$ cat src/rtl/uart_fifo_ctl.sv
module uart_fifo_ctl #(
  parameter int DEPTH = 16,
  parameter int W     = 8,
  localparam int AW   = $clog2(DEPTH),
  localparam int CW   = $clog2(DEPTH + 1)
) (
  input  logic          clk,
  input  logic          rst_n,
  input  logic          ctl_we,
  input  logic [7:0]    ctl_wdata,
  input  logic          tx_push,
  input  logic [W-1:0]  tx_wdata,
  input  logic          tx_pop,
  output logic [W-1:0]  tx_rdata,
  output logic [CW-1:0] tx_count,
  input  logic          rx_push,
  input  logic [W-1:0]  rx_wdata,
  input  logic          rx_pop,
  output logic [W-1:0]  rx_rdata,
  output logic [CW-1:0] rx_count,
  output logic          rx_trigger,
  output logic          rx_overrun,
  output logic          fifo_mode
);
  logic [W-1:0]  tx_mem [DEPTH];
  logic [W-1:0]  rx_mem [DEPTH];
  logic [AW-1:0] tx_wp, tx_rp, rx_wp, rx_rp;
  logic [1:0]    lvl;
  logic [CW-1:0] cap, thresh;

  wire mode_flip = ctl_we && (ctl_wdata[0] != fifo_mode);
  wire tx_clr    = (ctl_we && ctl_wdata[2]) || mode_flip;
  wire rx_clr    = (ctl_we && ctl_wdata[1]) || mode_flip;

  assign cap = fifo_mode ? CW'(DEPTH) : CW'(1);

  wire tx_do_push = tx_push && (tx_count < cap);
  wire tx_do_pop  = tx_pop && (tx_count != '0);
  wire rx_do_push = rx_push && (rx_count < cap);
  wire rx_do_pop  = rx_pop && (rx_count != '0);

  assign tx_rdata = tx_mem[tx_rp];
  assign rx_rdata = rx_mem[rx_rp];

  always_comb begin
    case (lvl)
      2'd0:    thresh = CW'(1);
      2'd1:    thresh = CW'(4);
      2'd2:    thresh = CW'(8);
      default: thresh = CW'(14);
    endcase
  end

  assign rx_trigger = fifo_mode ? (rx_count >= thresh) : (rx_count != '0);

  always_ff @(posedge clk or negedge rst_n) begin
    if (!rst_n) begin
      fifo_mode <= 1'b0;
      lvl       <= 2'd0;
    end else if (ctl_we) begin
      fifo_mode <= ctl_wdata[0];
      lvl       <= ctl_wdata[7:6];
    end
  end

  always_ff @(posedge clk or negedge rst_n) begin
    if (!rst_n) begin
      tx_wp <= '0; tx_rp <= '0; tx_count <= '0;
    end else if (tx_clr) begin
      tx_wp <= '0; tx_rp <= '0; tx_count <= '0;
    end else begin
      if (tx_do_push) tx_wp <= tx_wp + 1'b1;
      if (tx_do_pop)  tx_rp <= tx_rp + 1'b1;
      if (tx_do_push && !tx_do_pop)      tx_count <= tx_count + 1'b1;
      else if (!tx_do_push && tx_do_pop) tx_count <= tx_count - 1'b1;
    end
  end

  always_ff @(posedge clk or negedge rst_n) begin
    if (!rst_n) begin
      rx_wp <= '0; rx_rp <= '0; rx_count <= '0; rx_overrun <= 1'b0;
    end else if (rx_clr) begin
      rx_wp <= '0; rx_rp <= '0; rx_count <= '0; rx_overrun <= 1'b0;
    end else begin
      if (rx_push && !rx_do_push) rx_overrun <= 1'b1;
      if (rx_do_push) rx_wp <= rx_wp + 1'b1;
      if (rx_do_pop)  rx_rp <= rx_rp + 1'b1;
      if (rx_do_push && !rx_do_pop)      rx_count <= rx_count + 1'b1;
      else if (!rx_do_push && rx_do_pop) rx_count <= rx_count - 1'b1;
    end
  end

  always_ff @(posedge clk) begin
    if (!tx_clr && tx_do_push) tx_mem[tx_wp] <= tx_wdata;
    if (!rx_clr && rx_do_push) rx_mem[rx_wp] <= rx_wdata;
  end
endmodule

$ cat config.mk
export PLATFORM = sky130hd
export DESIGN_NAME = uart_fifo_ctl
export DESIGN_NICKNAME = d
export VERILOG_FILES = /design/src/rtl/uart_fifo_ctl.sv
export SDC_FILE = /design/constraint.sdc
export NUM_CORES = 1
export LEC_CHECK = 0
export BUFFER_PORTS_ARGS = -buffer_cell sky130_fd_sc_hd__buf_2
export CORE_MARGIN = 8
export CORE_UTILIZATION = 55
export DETAILED_ROUTE_END_ITERATION = 10
export PLACE_DENSITY = 0.76
export SKIP_LAST_GASP = 1
export SYNTH_ARGS = -nofsm -noshare
export SYNTH_HDL_FRONTEND = slang
export SYNTH_SLANG_ARGS = --single-unit
$ cat constraint.sdc
create_clock -name clk -period 2.3 [get_ports clk]
set_input_delay 0.115 -clock clk [delete_from_list [all_inputs] [get_ports clk]]
set_output_delay 0.115 -clock clk [all_outputs]
set_load 0.02 [all_outputs]
# == Word-level counts from Yosys, hierarchy flattened ==
# Memories as Yosys holds them, arrays and structs flattened.
# Index checks and enable logic that the tools add are counted.
# W data, S select, Z words.
# op_classes
eq_ne,3
addsub,8
mux,23
n_reduce_logical,32
n_lt_le_gt_ge,3
# ops
op,count
$mux W5,7
$mux W4,8
$add A4 B1 Y4 const B,4
$logic_and A1 B1 Y1,14
$pmux W4 S3,1
$add A5 B1 Y5 const B,2
$lt A5 B5 Y1,2
$reduce_bool A2 Y1,5
$reduce_bool A5 Y1,2
$sub A5 B1 Y5 const B,2
$mux W1,7
$logic_not A1 Y1,6
$reduce_bool A3 Y1,2
$ge A5 B5 Y1,1
$eq A2 B1 Y1 const B,1
$eq A2 B2 Y1 const B,1
$logic_not A2 Y1,1
$logic_or A1 B1 Y1,2
$ne A1 B1 Y1,1
# totals
wordCells,80
memories,2
ram_bits,256
reg_bits,30
out_inout_bits,29
# memory_table
memory,depth,width,rd,rd_clocked_by_memory_dff,write_ports,line_no,source
rx_mem,16,8,1,0,1,26,logic [W-1:0] rx_mem [DEPTH];
tx_mem,16,8,1,0,1,25,logic [W-1:0] tx_mem [DEPTH];

# == Longest topological paths before layout ==
# depth
depth_word,8
ltp_mapped,11
mapped_depth_nobuf,11

# == Least setup slack after synthesis ==
# No wires, ideal clock.
# synth_path
path_kind,reg-to-reg
startpoint,register fifo_mode
endpoint,register rx_count[4]
required_time_ps,2160
n_path_buf,0
setup_slack_ps,-441
setup_ps,140
period_less_slack_ps,2741
stages_incl_launch_ff,12
t_arrival_ps,2601
path_cell_list,dfrtp_1 -> inv_1 -> ha_1 -> nor3b_1 -> a21o_1 -> nand2_1 -> fa_1 -> nand3_1 -> nand2_1 -> nor3_1 -> o21ai_0 -> nor3b_1
# synth_between
elab_chain_len,6
word_cells_on_any_way,12
# synth_lines
item,line_no,source
start: declaration,23,output logic fifo_mode
start signal: assignment,61,fifo_mode <= ctl_wdata[0];
$mux W5,35,assign cap = fifo_mode ? CW'(DEPTH) : CW'(1);
$lt A5 B5 Y1,39,wire rx_do_push = rx_push && (rx_count < cap);
$logic_and A1 B1 Y1,39,
$logic_and A1 B1 Y1 or $logic_not A1 Y1 (tied branches),"88, 89",
$mux W5 or $logic_and A1 B1 Y1 (tied branches),"88, 89",
$mux W5 or $reduce_bool A3 Y1 (tied branches),-,
end signal: assignment,88,if (rx_do_push && !rx_do_pop) rx_count <= rx_count + 1'b1;
end signal: assignment,89,else if (!rx_do_push && rx_do_pop) rx_count <= rx_count - 1'b1;
end: declaration,20,"output logic [CW-1:0] rx_count,"
# Several ways; a longest one is shown, not always the timed one.
# A chain may end at the register's enable or synchronous reset.

# == Worst setup path in the final report ==
# layout_path
startpoint,register rx_rp[0]
endpoint,output port rx_rdata[1]
# layout_between
elab_chain_len,1
# layout_lines
item,line_no,source
start: declaration,27,"logic [AW-1:0] tx_wp, tx_rp, rx_wp, rx_rp;"
start signal: assignment,87,if (rx_do_pop) rx_rp <= rx_rp + 1'b1;
$mem_v2 Z16 W8,-,
end: declaration,19,"output logic [W-1:0] rx_rdata,"
# No other way between the ends.

==> metrics.yaml <==
critPathSlowestCell: "mux4_2"
synth_area_leader_cell: "edfxtp_1"
syn_nets: 655
r2r-end: "rx_count[4]"
clock_latency_ps: 530
syn2layout_area_growth_pct: 26.07
r2r_setup_slack_ps: -120
worstReg2RegStart: "rx_count[1]"
num_antenna_cells: 0
holdPathStages: 4
sw_frac_of_total_pct: 30.18
p_per_area_nw_per_um2: 1135
layout.nets: 826
wl_um: 27330
io_buffers: 56
ant_nets: 0
clock-sinks: 286
p_comb_share_pct: 34.7
hp-class: "in2reg"
crit_path_end_kind: "primary output"
wl_per_cell_um: 25.59
nFillCells: 1215
synth_warnings: 0
worst-path-stages: 4
cp.arrival_ps: 2460
pwr-share-seq_pct: 36.2
post-route-util_pct: 70.76
fmax_ghz: 0.3884
cts_tree: "built"
antenna_found_initial: 0
slew_violations: 0
worst_slack_ps: -275.0
cts_max_level: 1
grt_first_pass_wirelength_um: 40860
via_per_inst: 6.005
grt.overflow.total: 0
dp_cells: 979
power.switching_w: 0.005112
hold_start: "rx_pop"
synthTopCellsByArea: "edfxtp_1, mux4_2, dfrtp_1"
avgSynthCellArea_um2: 19.73
critical_path_class: "reg2out"
dieArea_um2: 26470
synth_top_area_share_pct: 64.95
max_cap_violations: 0
p_clk_share_pct: 29.1
die_y_um: 162.7
async_flop_share_pct: 10.49
grt_max_degree: 36
ys_seq_elements: 286
irDropWorstVdd_uv: 907.1
grtUsageTotal_pct: 20.28
place_congestion: 0.8649
yosysSeqAreaShare_pct: 71.29
start_kind: "flop"
maxSlewHeadroom_pct: 53.03
drt_iter0_markers: 522
setup_viol: 18
violations: "negative setup slack"
dieWidth_um: 162.7
syn-cell-area_um2: 11840
clkSlewWorstSetupHoldPaths_ps: 70
instances_no_fill: 1068
crit_start: "rx_rp[0]"
p_leak_nw: 5.149
post-route-period-util_pct: 112.0
tightest_slew_ps: 704.5
crit_required_ps: 2180
synth_edf_count: 256
num_io_pins: 60
rsz0062_at_grt: "yes"
core_um2: 21090
hold_violations: 0
drt-pass1-iter-count: 5
ys.flop_type: "edfxtp_1"
drc: 0
rows: 53
status: "complete, but fails checks"
path_cells: "buf_12 -> mux4_2 -> mux4_2 -> buf_2"
setup_tns_ps: -3698
r2r_cells: 10
layout_commonest_cell: "edfxtp_1"
cp-endpoint: "rx_rdata[1]"
vias: 6413
p_int_w: 0.01183
crit_path_frequent_cell: "mux4_2"
synth_cell_types: 40
path_buf_inv: 2
drive_gt1_share_pct: 41.99
post-place-ws_ps: -146.6
syn_inst: 600
critPathTopFamily: "multiplexers"
clockRootBuffer: "clkbuf_16"
grt_pass1_vias: 6867
period_minus_slack_ps: 2575
layout_common_cells: "edfxtp_1, mux4_2, buf_2"
critical_path.max_stage_delay_ps: 560
place_hpwl_um: 16140
crit_fanout: 13
numCtsBuffers: 28
initial_utilization_pct: 56.13
cts_buffer_depth: 3
fin_worst_skew_ps: 11.89
Yosys cell counts, types with 4 or more instances:
cell      instances
and2_1           26
dfrtp_1          30
o21ai_0           7
edfxtp_1        256
nor2_1           34
xor2_1            7
nor3_1            7
a21o_1            4
buf_1             8
mux2i_1           4
mux4_2           80
nand3_1           4
nand4_1           4
ha_1             22
buf_4             6
xnor2_1          10
clkbuf_1          8
inv_1            16
nor4b_2           4
a21oi_1          11
nand2_1          18
nor3b_1           6
cell families after synthesis:
kind of cell	share of synthesized area, %
adders and majority gates	2.664
muxes	15.56
and+or+nand+nor	5.412
AOI/OAI and AO/OA	1.871
xor gates and xnor gates	1.723
DFF	71.29
buffers and inverters	1.480
worst reg2reg max path, stage by stage (launching register included):
cell	delay [ps]
dfrtp_2	410
or4_4	580
o21ai_4	180
nand2_4	110
fa_2	420
nand3_2	90
nand2_2	70
nor3_4	180
buf_4	130
nor3_2	40
nor3b_2	140
metrics by stage:
step                area (um2)  power [W]  hold WS (ps)
floorplan                11960   0.009634        -180.6
global placement         13300    0.01114         184.9
detailed placement       13300    0.01135         185.6
CTS                      14760    0.01664         53.75
global route             14920    0.01762         61.21
finish                   14920    0.01694         80.13
how the worst min path moves through the flow:
stage,slack [ps],end
after floorplan,-180,fifo_mode
after global placement,180,rx_count[2]
after detailed placement,190,rx_count[2]
after CTS,50,rx_rp[1]
after global routing,60,rx_rp[1]
final,80,rx_rp[1]
flip-flops by register name (all words and copies together) (netlist names), 4 cells and up:
| name | cells |
|---|---|
| tx_count | 5 |
| tx_wp | 4 |
| rx_mem | 128 |
| tx_mem | 128 |
| rx_wp | 4 |
| rx_count | 5 |
| rx_rp | 4 |
| tx_rp | 4 |
layout make-up:
class	count	area [um2]	area share [%]
clock buffers	30	729.5	4.888
clock inverters	22	275.3	1.845
repair buffers	165	1504	10.08
flip-flops and latches	286	8448	56.62
multi-input cells	274	3558	23.85
well taps	275	344.1	2.306
inverters	16	62.56	0.4193
metal layers:
metal | part of all wire (%) | vias to the layer above | GRT usage (%)
met5 | 0 | - | 0
met3 | 6.2 | 39 | 3.463
met2 | 51 | 285 | 33.80
li1 | - | 2752 | -
met1 | 41 | 3337 | 27.57
met4 | 1.6 | 0 | 4.879
timing repair:
item                                   4_1_cts  5_1_grt
pin swaps                                   15       21
endpoints found under the hold margin      276        0
setup endpoints to repair                   20      151
hold buffers                                27        0
cloned                                       1        0
buffers inserted                             3        7
resized for setup                           24       23
power groups by stage:
| stage | logic [W] | registers, W | clock network, W |
|---|---|---|---|
| finish | 0.00588 | 0.00613 | 0.00492 |
| global route | 0.00627 | 0.00616 | 0.00519 |
| CTS | 0.00554 | 0.00612 | 0.00497 |
| detailed placement | 0.00513 | 0.00622 | 0 |
| global placement | 0.00495 | 0.00619 | 0 |
| floorplan | 0.00330 | 0.00633 | 0 |
Note: power is estimated with default switching activity, not from simulation.
